==> config.mk <==
export PLATFORM = sky130hd
export DESIGN_NAME = tdm_slot_port
export DESIGN_NICKNAME = d
export VERILOG_FILES = /design/src/rtl/tdm_pkg.sv /design/src/rtl/tdm_slot_timer.sv /design/src/rtl/tdm_dual_buf.sv /design/src/rtl/tdm_rx_shift.sv /design/src/rtl/tdm_cpu_port.sv /design/src/rtl/tdm_slot_port.sv
export SDC_FILE = /design/constraint.sdc
export NUM_CORES = 2
export LEC_CHECK = 0
export BUFFER_PORTS_ARGS = -buffer_cell sky130_fd_sc_hd__buf_2
export CAP_MARGIN = 20
export CORE_MARGIN = 8
export CORE_UTILIZATION = 40
export CTS_CLUSTER_SIZE = 40
export DETAILED_ROUTE_END_ITERATION = 6
export GPL_TIMING_DRIVEN = 0
export HOLD_SLACK_MARGIN = 0.08
export PLACE_DENSITY_LB_ADDON = 0.08
export SYNTH_ARGS = -nofsm -noshare
export SYNTH_HDL_FRONTEND = slang
export SYNTH_SLANG_ARGS = --single-unit
==> constraint.sdc <==
create_clock -name clk -period 5.8 [get_ports clk]
set_clock_uncertainty 0.1 [all_clocks]
set_input_delay 1.45 -clock clk [delete_from_list [all_inputs] [get_ports clk]]
set_output_delay 1.45 -clock clk [all_outputs]
set_load 0.005 [all_outputs]
==> src/rtl/tdm_pkg.sv <==
package tdm_pkg;
  localparam int SLOTS  = 32;
  localparam int SLOT_W = $clog2(SLOTS);
  localparam int BITS   = 8;
  localparam int BIT_W  = $clog2(BITS);
  localparam int NBANK  = 2;
  localparam int DATA_W = 2 * BITS;
  localparam int ADDR_W = SLOT_W + 2;

  typedef struct packed {
    logic [SLOT_W-1:0] slot;
    logic [BIT_W-1:0]  bidx;
    logic              half;
  } pos_t;

  localparam pos_t POS_START = '{slot: '0, bidx: BIT_W'(BITS - 1), half: 1'b0};

  typedef enum logic [1:0] {
    REG_RX   = 2'b00,
    REG_TX   = 2'b01,
    REG_PFX  = 2'b10,
    REG_NONE = 2'b11
  } region_e;

  // next serial position after one clock
  function automatic pos_t pos_step(input pos_t p, input logic dbl);
    pos_t n;
    n = p;
    if (dbl && !p.half) begin
      n.half = 1'b1;
    end else begin
      n.half = 1'b0;
      if (p.bidx == '0) begin
        n.bidx = BIT_W'(BITS - 1);
        n.slot = (p.slot == SLOT_W'(SLOTS - 1)) ? '0 : p.slot + 1'b1;
      end else begin
        n.bidx = p.bidx - 1'b1;
      end
    end
    return n;
  endfunction

  // true in the cycle whose closing edge samples the line
  function automatic logic bit_done(input pos_t p, input logic dbl);
    return dbl ? p.half : 1'b1;
  endfunction

  function automatic region_e addr_region(input logic [ADDR_W-1:0] a);
    return region_e'(a[ADDR_W-1 -: 2]);
  endfunction

  function automatic logic [DATA_W-1:0] rd_word(input logic [BITS-1:0] pfx,
                                                input logic [BITS-1:0] b);
    return {pfx, b};
  endfunction
endpackage

==> src/rtl/tdm_slot_timer.sv <==
module tdm_slot_timer
  import tdm_pkg::*;
(
  input  logic clk,
  input  logic rst_n,
  input  logic fsync,
  input  logic dbl,
  output pos_t pos,
  output logic fs_evt,
  output logic sample_evt,
  output logic last_bit_evt,
  output logic ser_bank
);
  logic fsync_q;

  assign fs_evt       = fsync & ~fsync_q;
  assign sample_evt   = bit_done(pos, dbl);
  assign last_bit_evt = sample_evt && (pos.bidx == '0);

  always_ff @(posedge clk or negedge rst_n) begin
    if (!rst_n) begin
      fsync_q  <= 1'b0;
      pos      <= POS_START;
      ser_bank <= 1'b0;
    end else begin
      fsync_q  <= fsync;
      pos      <= fs_evt ? POS_START : pos_step(pos, dbl);
      ser_bank <= ser_bank ^ fs_evt;
    end
  end

  AST_FS_RELOAD: assert property (@(posedge clk) disable iff (!rst_n)
    fs_evt |=> (pos == POS_START));
  AST_BANK_SWAP: assert property (@(posedge clk) disable iff (!rst_n)
    fs_evt |=> (ser_bank != $past(ser_bank)));
  AST_BANK_HOLD: assert property (@(posedge clk) disable iff (!rst_n)
    !fs_evt |=> $stable(ser_bank));
  AST_SLOT_ADV: assert property (@(posedge clk) disable iff (!rst_n)
    (!fs_evt && last_bit_evt) |=> (pos.slot == $past(pos.slot) + 1'b1));
  AST_DBL_HALF: assert property (@(posedge clk) disable iff (!rst_n)
    (dbl && !pos.half && !fs_evt) |=> (pos.half && $stable(pos.bidx)));
endmodule

==> src/rtl/tdm_dual_buf.sv <==
module tdm_dual_buf
  import tdm_pkg::*;
(
  input  logic              clk,
  input  logic              rst_n,
  input  logic              we,
  input  logic              w_bank,
  input  logic [SLOT_W-1:0] w_idx,
  input  logic [BITS-1:0]   w_data,
  input  logic              a_bank,
  input  logic [SLOT_W-1:0] a_idx,
  output logic [BITS-1:0]   a_data,
  input  logic              b_bank,
  input  logic [SLOT_W-1:0] b_idx,
  output logic [BITS-1:0]   b_data
);
  logic [BITS-1:0] rd_a [NBANK];
  logic [BITS-1:0] rd_b [NBANK];

  for (genvar g = 0; g < NBANK; g++) begin : g_bank
    logic [BITS-1:0] mem [SLOTS];

    always_ff @(posedge clk or negedge rst_n) begin
      if (!rst_n) begin
        for (int i = 0; i < SLOTS; i++) mem[i] <= '0;
      end else if (we && (w_bank == 1'(g))) begin
        mem[w_idx] <= w_data;
      end
    end

    assign rd_a[g] = mem[a_idx];
    assign rd_b[g] = mem[b_idx];
  end

  assign a_data = rd_a[a_bank];
  assign b_data = rd_b[b_bank];
endmodule

==> src/rtl/tdm_rx_shift.sv <==
module tdm_rx_shift
  import tdm_pkg::*;
(
  input  logic              clk,
  input  logic              rst_n,
  input  logic              line_in,
  input  pos_t              pos,
  input  logic              sample_evt,
  input  logic              last_bit_evt,
  input  logic              fs_evt,
  input  logic [SLOTS-1:0]  slot_en,
  output logic              wr_en,
  output logic [SLOT_W-1:0] wr_idx,
  output logic [BITS-1:0]   wr_byte
);
  logic [BITS-2:0] sh;

  assign wr_byte = {sh, line_in};
  assign wr_idx  = pos.slot;
  assign wr_en   = last_bit_evt && slot_en[pos.slot];

  always_ff @(posedge clk or negedge rst_n) begin
    if (!rst_n)          sh <= '0;
    else if (sample_evt) sh <= {sh[BITS-3:0], line_in};
    else if (fs_evt)     sh <= '0;
  end

  AST_SHIFT_MSB: assert property (@(posedge clk) disable iff (!rst_n)
    sample_evt |=> (sh[0] == $past(line_in)));
endmodule

==> src/rtl/tdm_cpu_port.sv <==
module tdm_cpu_port
  import tdm_pkg::*;
(
  input  logic              clk,
  input  logic              rst_n,
  input  logic              rd,
  input  logic              wr,
  input  logic [ADDR_W-1:0] addr,
  input  logic [DATA_W-1:0] wdata,
  output logic [DATA_W-1:0] rdata,
  output logic              tx_we,
  output logic [SLOT_W-1:0] idx,
  output logic [BITS-1:0]   wbyte,
  input  logic [BITS-1:0]   rx_byte,
  input  logic [BITS-1:0]   tx_byte
);
  region_e         region;
  logic [BITS-1:0] pfx;

  assign region = addr_region(addr);
  assign idx    = addr[SLOT_W-1:0];
  assign wbyte  = wdata[BITS-1:0];
  assign tx_we  = wr && (region == REG_TX);

  always_ff @(posedge clk or negedge rst_n) begin
    if (!rst_n) begin
      pfx   <= '0;
      rdata <= '0;
    end else begin
      if (wr && (region == REG_PFX)) pfx <= wbyte;
      if (rd) begin
        case (region)
          REG_RX:  rdata <= rd_word(pfx, rx_byte);
          REG_TX:  rdata <= rd_word(pfx, tx_byte);
          REG_PFX: rdata <= rd_word(pfx, pfx);
          default: rdata <= rd_word(pfx, '0);
        endcase
      end
    end
  end

  AST_RD_PREFIX: assert property (@(posedge clk) disable iff (!rst_n)
    rd |=> (rdata[DATA_W-1:BITS] == $past(pfx)));
  AST_RD_HOLD: assert property (@(posedge clk) disable iff (!rst_n)
    !rd |=> $stable(rdata));
  AST_PFX_LOW_ONLY: assert property (@(posedge clk) disable iff (!rst_n)
    (wr && (region == REG_PFX)) |=> (pfx == $past(wdata[BITS-1:0])));
endmodule

==> src/rtl/tdm_slot_port.sv <==
module tdm_slot_port
  import tdm_pkg::*;
(
  input  logic              clk,
  input  logic              rst_n,
  input  logic              dbl_mode,
  input  logic [SLOTS-1:0]  slot_en,
  input  logic              fsync,
  input  logic              line_in,
  output logic              line_out,
  output logic              line_oe,
  input  logic [ADDR_W-1:0] cpu_addr,
  input  logic              cpu_rd,
  input  logic              cpu_wr,
  input  logic [DATA_W-1:0] cpu_wdata,
  output logic [DATA_W-1:0] cpu_rdata
);
  pos_t              pos;
  logic              fs_evt, sample_evt, last_bit_evt, ser_bank, cpu_bank;
  logic              rx_we;
  logic [SLOT_W-1:0] rx_widx, cpu_idx;
  logic [BITS-1:0]   rx_wbyte, cpu_wbyte, rx_cpu_byte, tx_cpu_byte, tx_ser_byte;
  logic              tx_we;
  logic              echo_bank;
  logic [SLOT_W-1:0] echo_idx;
  logic [BITS-1:0]   rx_echo_byte;

  assign cpu_bank = ~ser_bank;

  tdm_slot_timer u_timer (
    .clk, .rst_n, .fsync, .dbl(dbl_mode), .pos, .fs_evt, .sample_evt,
    .last_bit_evt, .ser_bank
  );

  tdm_rx_shift u_rx (
    .clk, .rst_n, .line_in, .pos, .sample_evt, .last_bit_evt, .fs_evt,
    .slot_en, .wr_en(rx_we), .wr_idx(rx_widx), .wr_byte(rx_wbyte)
  );

  tdm_cpu_port u_cpu (
    .clk, .rst_n, .rd(cpu_rd), .wr(cpu_wr), .addr(cpu_addr), .wdata(cpu_wdata),
    .rdata(cpu_rdata), .tx_we, .idx(cpu_idx), .wbyte(cpu_wbyte),
    .rx_byte(rx_cpu_byte), .tx_byte(tx_cpu_byte)
  );

  // receive buffer: serial writes, processor reads; port b echoes the last write
  tdm_dual_buf u_rx_buf (
    .clk, .rst_n, .we(rx_we), .w_bank(ser_bank), .w_idx(rx_widx), .w_data(rx_wbyte),
    .a_bank(cpu_bank), .a_idx(cpu_idx), .a_data(rx_cpu_byte),
    .b_bank(echo_bank), .b_idx(echo_idx), .b_data(rx_echo_byte)
  );

  // transmit buffer: processor writes, serial and processor read
  tdm_dual_buf u_tx_buf (
    .clk, .rst_n, .we(tx_we), .w_bank(cpu_bank), .w_idx(cpu_idx), .w_data(cpu_wbyte),
    .a_bank(cpu_bank), .a_idx(cpu_idx), .a_data(tx_cpu_byte),
    .b_bank(ser_bank), .b_idx(pos.slot), .b_data(tx_ser_byte)
  );

  assign line_out = tx_ser_byte[pos.bidx];
  assign line_oe  = slot_en[pos.slot];

  always_ff @(posedge clk or negedge rst_n) begin
    if (!rst_n) begin
      echo_bank <= 1'b0;
      echo_idx  <= '0;
    end else if (rx_we) begin
      echo_bank <= ser_bank;
      echo_idx  <= rx_widx;
    end
  end

  AST_RX_STORE: assert property (@(posedge clk) disable iff (!rst_n)
    rx_we |=> (rx_echo_byte == $past(rx_wbyte)));
  AST_RX_ENABLED_ONLY: assert property (@(posedge clk) disable iff (!rst_n)
    rx_we |-> line_oe);
  AST_TX_HOLD_DBL: assert property (@(posedge clk) disable iff (!rst_n)
    (dbl_mode && pos.half && $stable(dbl_mode) && !$past(fs_evt)) |-> $stable(line_out));
  AST_TX_WR_CPU_BANK: assert property (@(posedge clk) disable iff (!rst_n)
    tx_we |=> (tx_cpu_byte == $past(cpu_wbyte) || cpu_idx != $past(cpu_idx)
               || ser_bank != $past(ser_bank)));
endmodule

==> results.md <==
* Peak supply drop at approximately 0.25 mV
* Critical path endpoint category: flip-flop
* CP max stage delay at ~1.1 ns
* Number of distinct library cells after synthesis at 68
* Post-route DRC at 1
* Violated checks: DRC, setup timing
* Critical path type: in2reg
* Leakage Power at roughly 28 nW
* I/O Buffers at 57
* Pins Over Slew Limit at 0
* Routed via count at approximately 37000
* Nets@finish at 3918
* Fmax at 166 MHz
* Layout cells sized above 1 at between 40% and 50%
* Largest net degree at the start of global routing at between 150 and 200
* Met2 global-route usage at between 40 and 50%
* Mean Syn Cell Area at approximately 15 sq um
* Sequential-to-total area share from yosys stat at 50.0%
* CP Cell Sequence: clkbuf_1 > nor2b_1 > nor2b_1 > clkbuf_1 > clkbuf_1 > a22oi_1 > nand3_1 > a21oi_1 > nor3_1 > or3_1
* FF-to-FF path depth at 6
* Die footprint at around 0.15 sq mm
* Final Power at roughly 19 mW
* Gr busiest metal: met2
* Post-Syn Nets at about 3700
* Worst path slowest cell: nor3_1
* Worst EP required at 6.39 ns
* Status: finished with violations
* Clock period minus worst slack at between 6 and 7 ns
* Setup TNS at -0.518 ns
* Drt via density at roughly 6.5
* Worst-Skew Late Latency at between 0.7 and 0.8 ns
* Routed Antenna Nets at 0
* DP HPWL at 169000 microns
* Final Hold Viols at 0
* Sequential Power Share at between 40% and 50%
* Psw at between 5 and 6 mW
* Root Driver: clkbuf_16
* WP buf/inv at 3
* Critical Path Source Type: input port
* FFs w/ async S/R, synth at between 90% and 100%
* FP Rows at about 130
* Cell Area, Synth at roughly 0.053 sq mm
* Synth top area share at between 40% and 50%
* Synth Flop Type: dfrtp_1
* Synth area leaders: dfrtp_1, mux2_2, mux4_2
* Die height at 381 microns
* CTS Buf Count at 119
* Most used cell, CP: clkbuf_1
* Worst-Margin Slew at 1.39 ns
* Sw Share at 29.0%
* Max-cap violations at 0
* Synth warn at 0
* Setup violations, final at 3
* Core area at 0.133 sq mm
* Top Family by Delay on Critical Path: simple AND/OR/NAND/NOR gates
* 1st-pass router iterations at 7
* Aggregate global routing overflow at 0
* Crit-path max FO at 10
* Clock power share at between 40% and 50%
* GR Util met3 at approximately 8%
* Count of filler cells inserted in the layout at 11932
* Internal power at roughly 14 mW
* Rel. slew slack at 6.80%
* CTS sink cnt at approximately 1100
* All-layer global routing usage at about a third
* Post-synth EDFFs at 0
* Crit path depth at 10
* Flops & latches, synth at 1066
* Cell taking the most area after synthesis: dfrtp_1
* Crit path DAT at around 6.6 ns
* Met1 Usage GRT at approximately two fifths
* First-pass GRT wire length at roughly 320000 microns
* Mapped Cells at 3581
* H-tree lvl count at 3
* Final period util at 104%
* Placer's final routability congestion estimate at between 1 and 1.5
* Drt total wl at 235000 microns
* Clock Path Buffers at 3
* Final WS setup at -0.237 ns
* Hold depth at 1
* Tightest Hold Check Type: reg2reg
* Flip-flop and latch area at roughly 0.027 sq mm
* Initial Util at 40.1%
* Layout overhead on the synthesized area at 15.8%
* Vias in the first global route at 36873
* DR iter-0 viols at between 4000 and 5000
* Die width at 381 microns
* Multi-input gate area at 0.0255 sq mm
* Clock transition at the registers of the reported paths at about 0.060 ns
* CTS tree: built
* I/O Pins at 80
* Initial antenna violation count at 16
* Gate power share at approximately 15%
* Post-DR wirelength/cell at 41.1 microns
* Power Density at about 310 mW/mm^2
[power groups by stage]
stage                     sequential, mW  clock (mW)  combinational (mW)
after floorplan                     8.15           0                1.46
after global placement              8.31           0                2.73
after detailed placement            8.31           0                2.85
after CTS                           8.18        8.18                2.87
after global routing                8.24        8.46                3.01
final                               8.21        8.09                2.95
[synth_stat cells (all sizes together), types with 8 or more instances]
library cell / number
inv: 11
a211oi: 8
nand3: 49
mux2: 1056
mux2i: 107
a311oi: 9
or3: 11
clkbuf: 199
a22o: 29
o22ai: 19
nor2b: 22
nand4: 13
buf: 99
o221ai: 10
o211ai: 13
nor2: 78
a21oi: 51
a22oi: 50
dfrtp: 1063
and3: 9
nand2: 157
nand2b: 10
nor3: 33
mux4: 365
o21ai: 25
[layout by cell type, fill, tap and decap left out, types with 13 or more instances in the layout]
cell type,count
a21oi_1,51
a22o_1,29
a22oi_1,50
buf_16,14
buf_2,100
buf_4,26
buf_6,44
buf_8,42
clkbuf_1,209
clkbuf_16,123
clkbuf_2,17
clkbuf_8,31
clkinv_2,17
dfrtp_1,1061
mux2_1,85
mux2_2,971
mux2i_1,102
mux4_2,365
nand2_1,131
nand2_2,18
nand3_1,38
nand4_1,13
nor2_1,53
nor2_2,23
nor2b_1,19
nor3_1,18
nor3_2,15
o211ai_1,13
o21ai_0,25
o22ai_1,19
[routing by layer]
metal,wire [microns],vias to the layer above,part of all wire (%)
met4,16800,0,7.2
li1,-,14234,-
met3,20900,632,8.9
met5,0,-,0
met1,94300,20073,40
met2,103000,2013,44
[timing repair]
item / CTS / global route
endpoints found under the setup margin: 2 / 1
pin swaps: 4 / 1
gates resized for setup: 92 / 28
hold buffers: 0 / 0
endpoints found under the hold margin: 0 / 0
setup buffers: 9 / 1
[per-stage QoR]
| step | setup WS (ns) | cell area, sq um | hold WS (ns) | util, % | instances |
|---|---|---|---|---|---|
| after floorplan | 1.30 | 53300 | 0.353 | - | 3581 |
| after CTS | -0.0335 | 61600 | 0.386 | 46.4 | 5707 |
| after global placement | -21.85 | 55800 | 0.363 | 42.0 | 5406 |
| final | -0.237 | 61700 | 0.381 | 46.5 | 5723 |
| after detailed placement | -0.808 | 57100 | 0.372 | 43.0 | 5483 |
| after global routing | -0.000105 | 61700 | 0.400 | 46.5 | 5712 |
[logic make-up (layout without fill, tap and decap cells)]
logic type | Yosys count | count (layout) | synth area share (%)
AOI/OAI and AO/OA | 249 | 249 | 3.26
buffers and inverters | 309 | 672 | 2.44
xor gates and xnor gates | 2 | 2 | 0.0329
other | 0 | 11 | 0
muxes | 1528 | 1528 | 39.7
adders and majority gates | 7 | 7 | 0.164
and+or+nand+nor | 420 | 420 | 4.30
DFF | 1066 | 1066 | 50.0
[sequential cells by signal, summed over array words and instances (netlist names)]
| register | flops |
|---|---|
| u_timer.pos | 9 |
| u_cpu.pfx | 8 |
| u_timer.fsync_q | 1 |
| u_tx_buf.g_bank.mem | 512 |
| u_timer.ser_bank | 1 |
| u_cpu.rdata | 16 |
| u_rx_buf.g_bank.mem | 512 |
| u_rx.sh | 7 |
[path summary, 6_finish.rpt]
| check | startpoint | endpoint | slack (ns) |
|---|---|---|---|
| worst max-delay path | cpu_addr[3] | u_cpu.rdata[6]$_DFFE_PN0P_ | -0.24 |
| worst min-delay path | u_rx_buf.g_bank[1].mem[39]$_DFFE_PN0P_ | u_rx_buf.g_bank[1].mem[39]$_DFFE_PN0P_ | 0.38 |
| worst max register to register | u_timer.ser_bank$_DFF_PN0_ | u_cpu.rdata[4]$_DFFE_PN0P_ | 1.28 |
| worst min register to register | u_rx_buf.g_bank[1].mem[39]$_DFFE_PN0P_ | u_rx_buf.g_bank[1].mem[39]$_DFFE_PN0P_ | 0.38 |
| max in group asynchronous | rst_n | u_rx_buf.g_bank[1].mem[73]$_DFFE_PN0P_ | 2.56 |
| min in group asynchronous | rst_n | u_tx_buf.g_bank[0].mem[242]$_DFFE_PN0P_ | 0.63 |
[final cells by class]
type	instances	share of cell area [%]
antenna	11	0.0446
buffer	297	2.46
clock buffer	183	5.86
clock inverter	33	0.805
inverter	11	0.0669
multi-input combinational	2206	41.3
sequential	1066	43.2
tap	1768	3.58
timing repair buffer	148	2.65
[worst register-to-register path, delay by kind of cell (launching register included)]
kind                   cells  cell delay [ns]
buffers and inverters      3             2.18
flip-flops                 1             0.64
AO/OA/AOI/OAI              3             1.42
(Power assumes the default switching activity.)
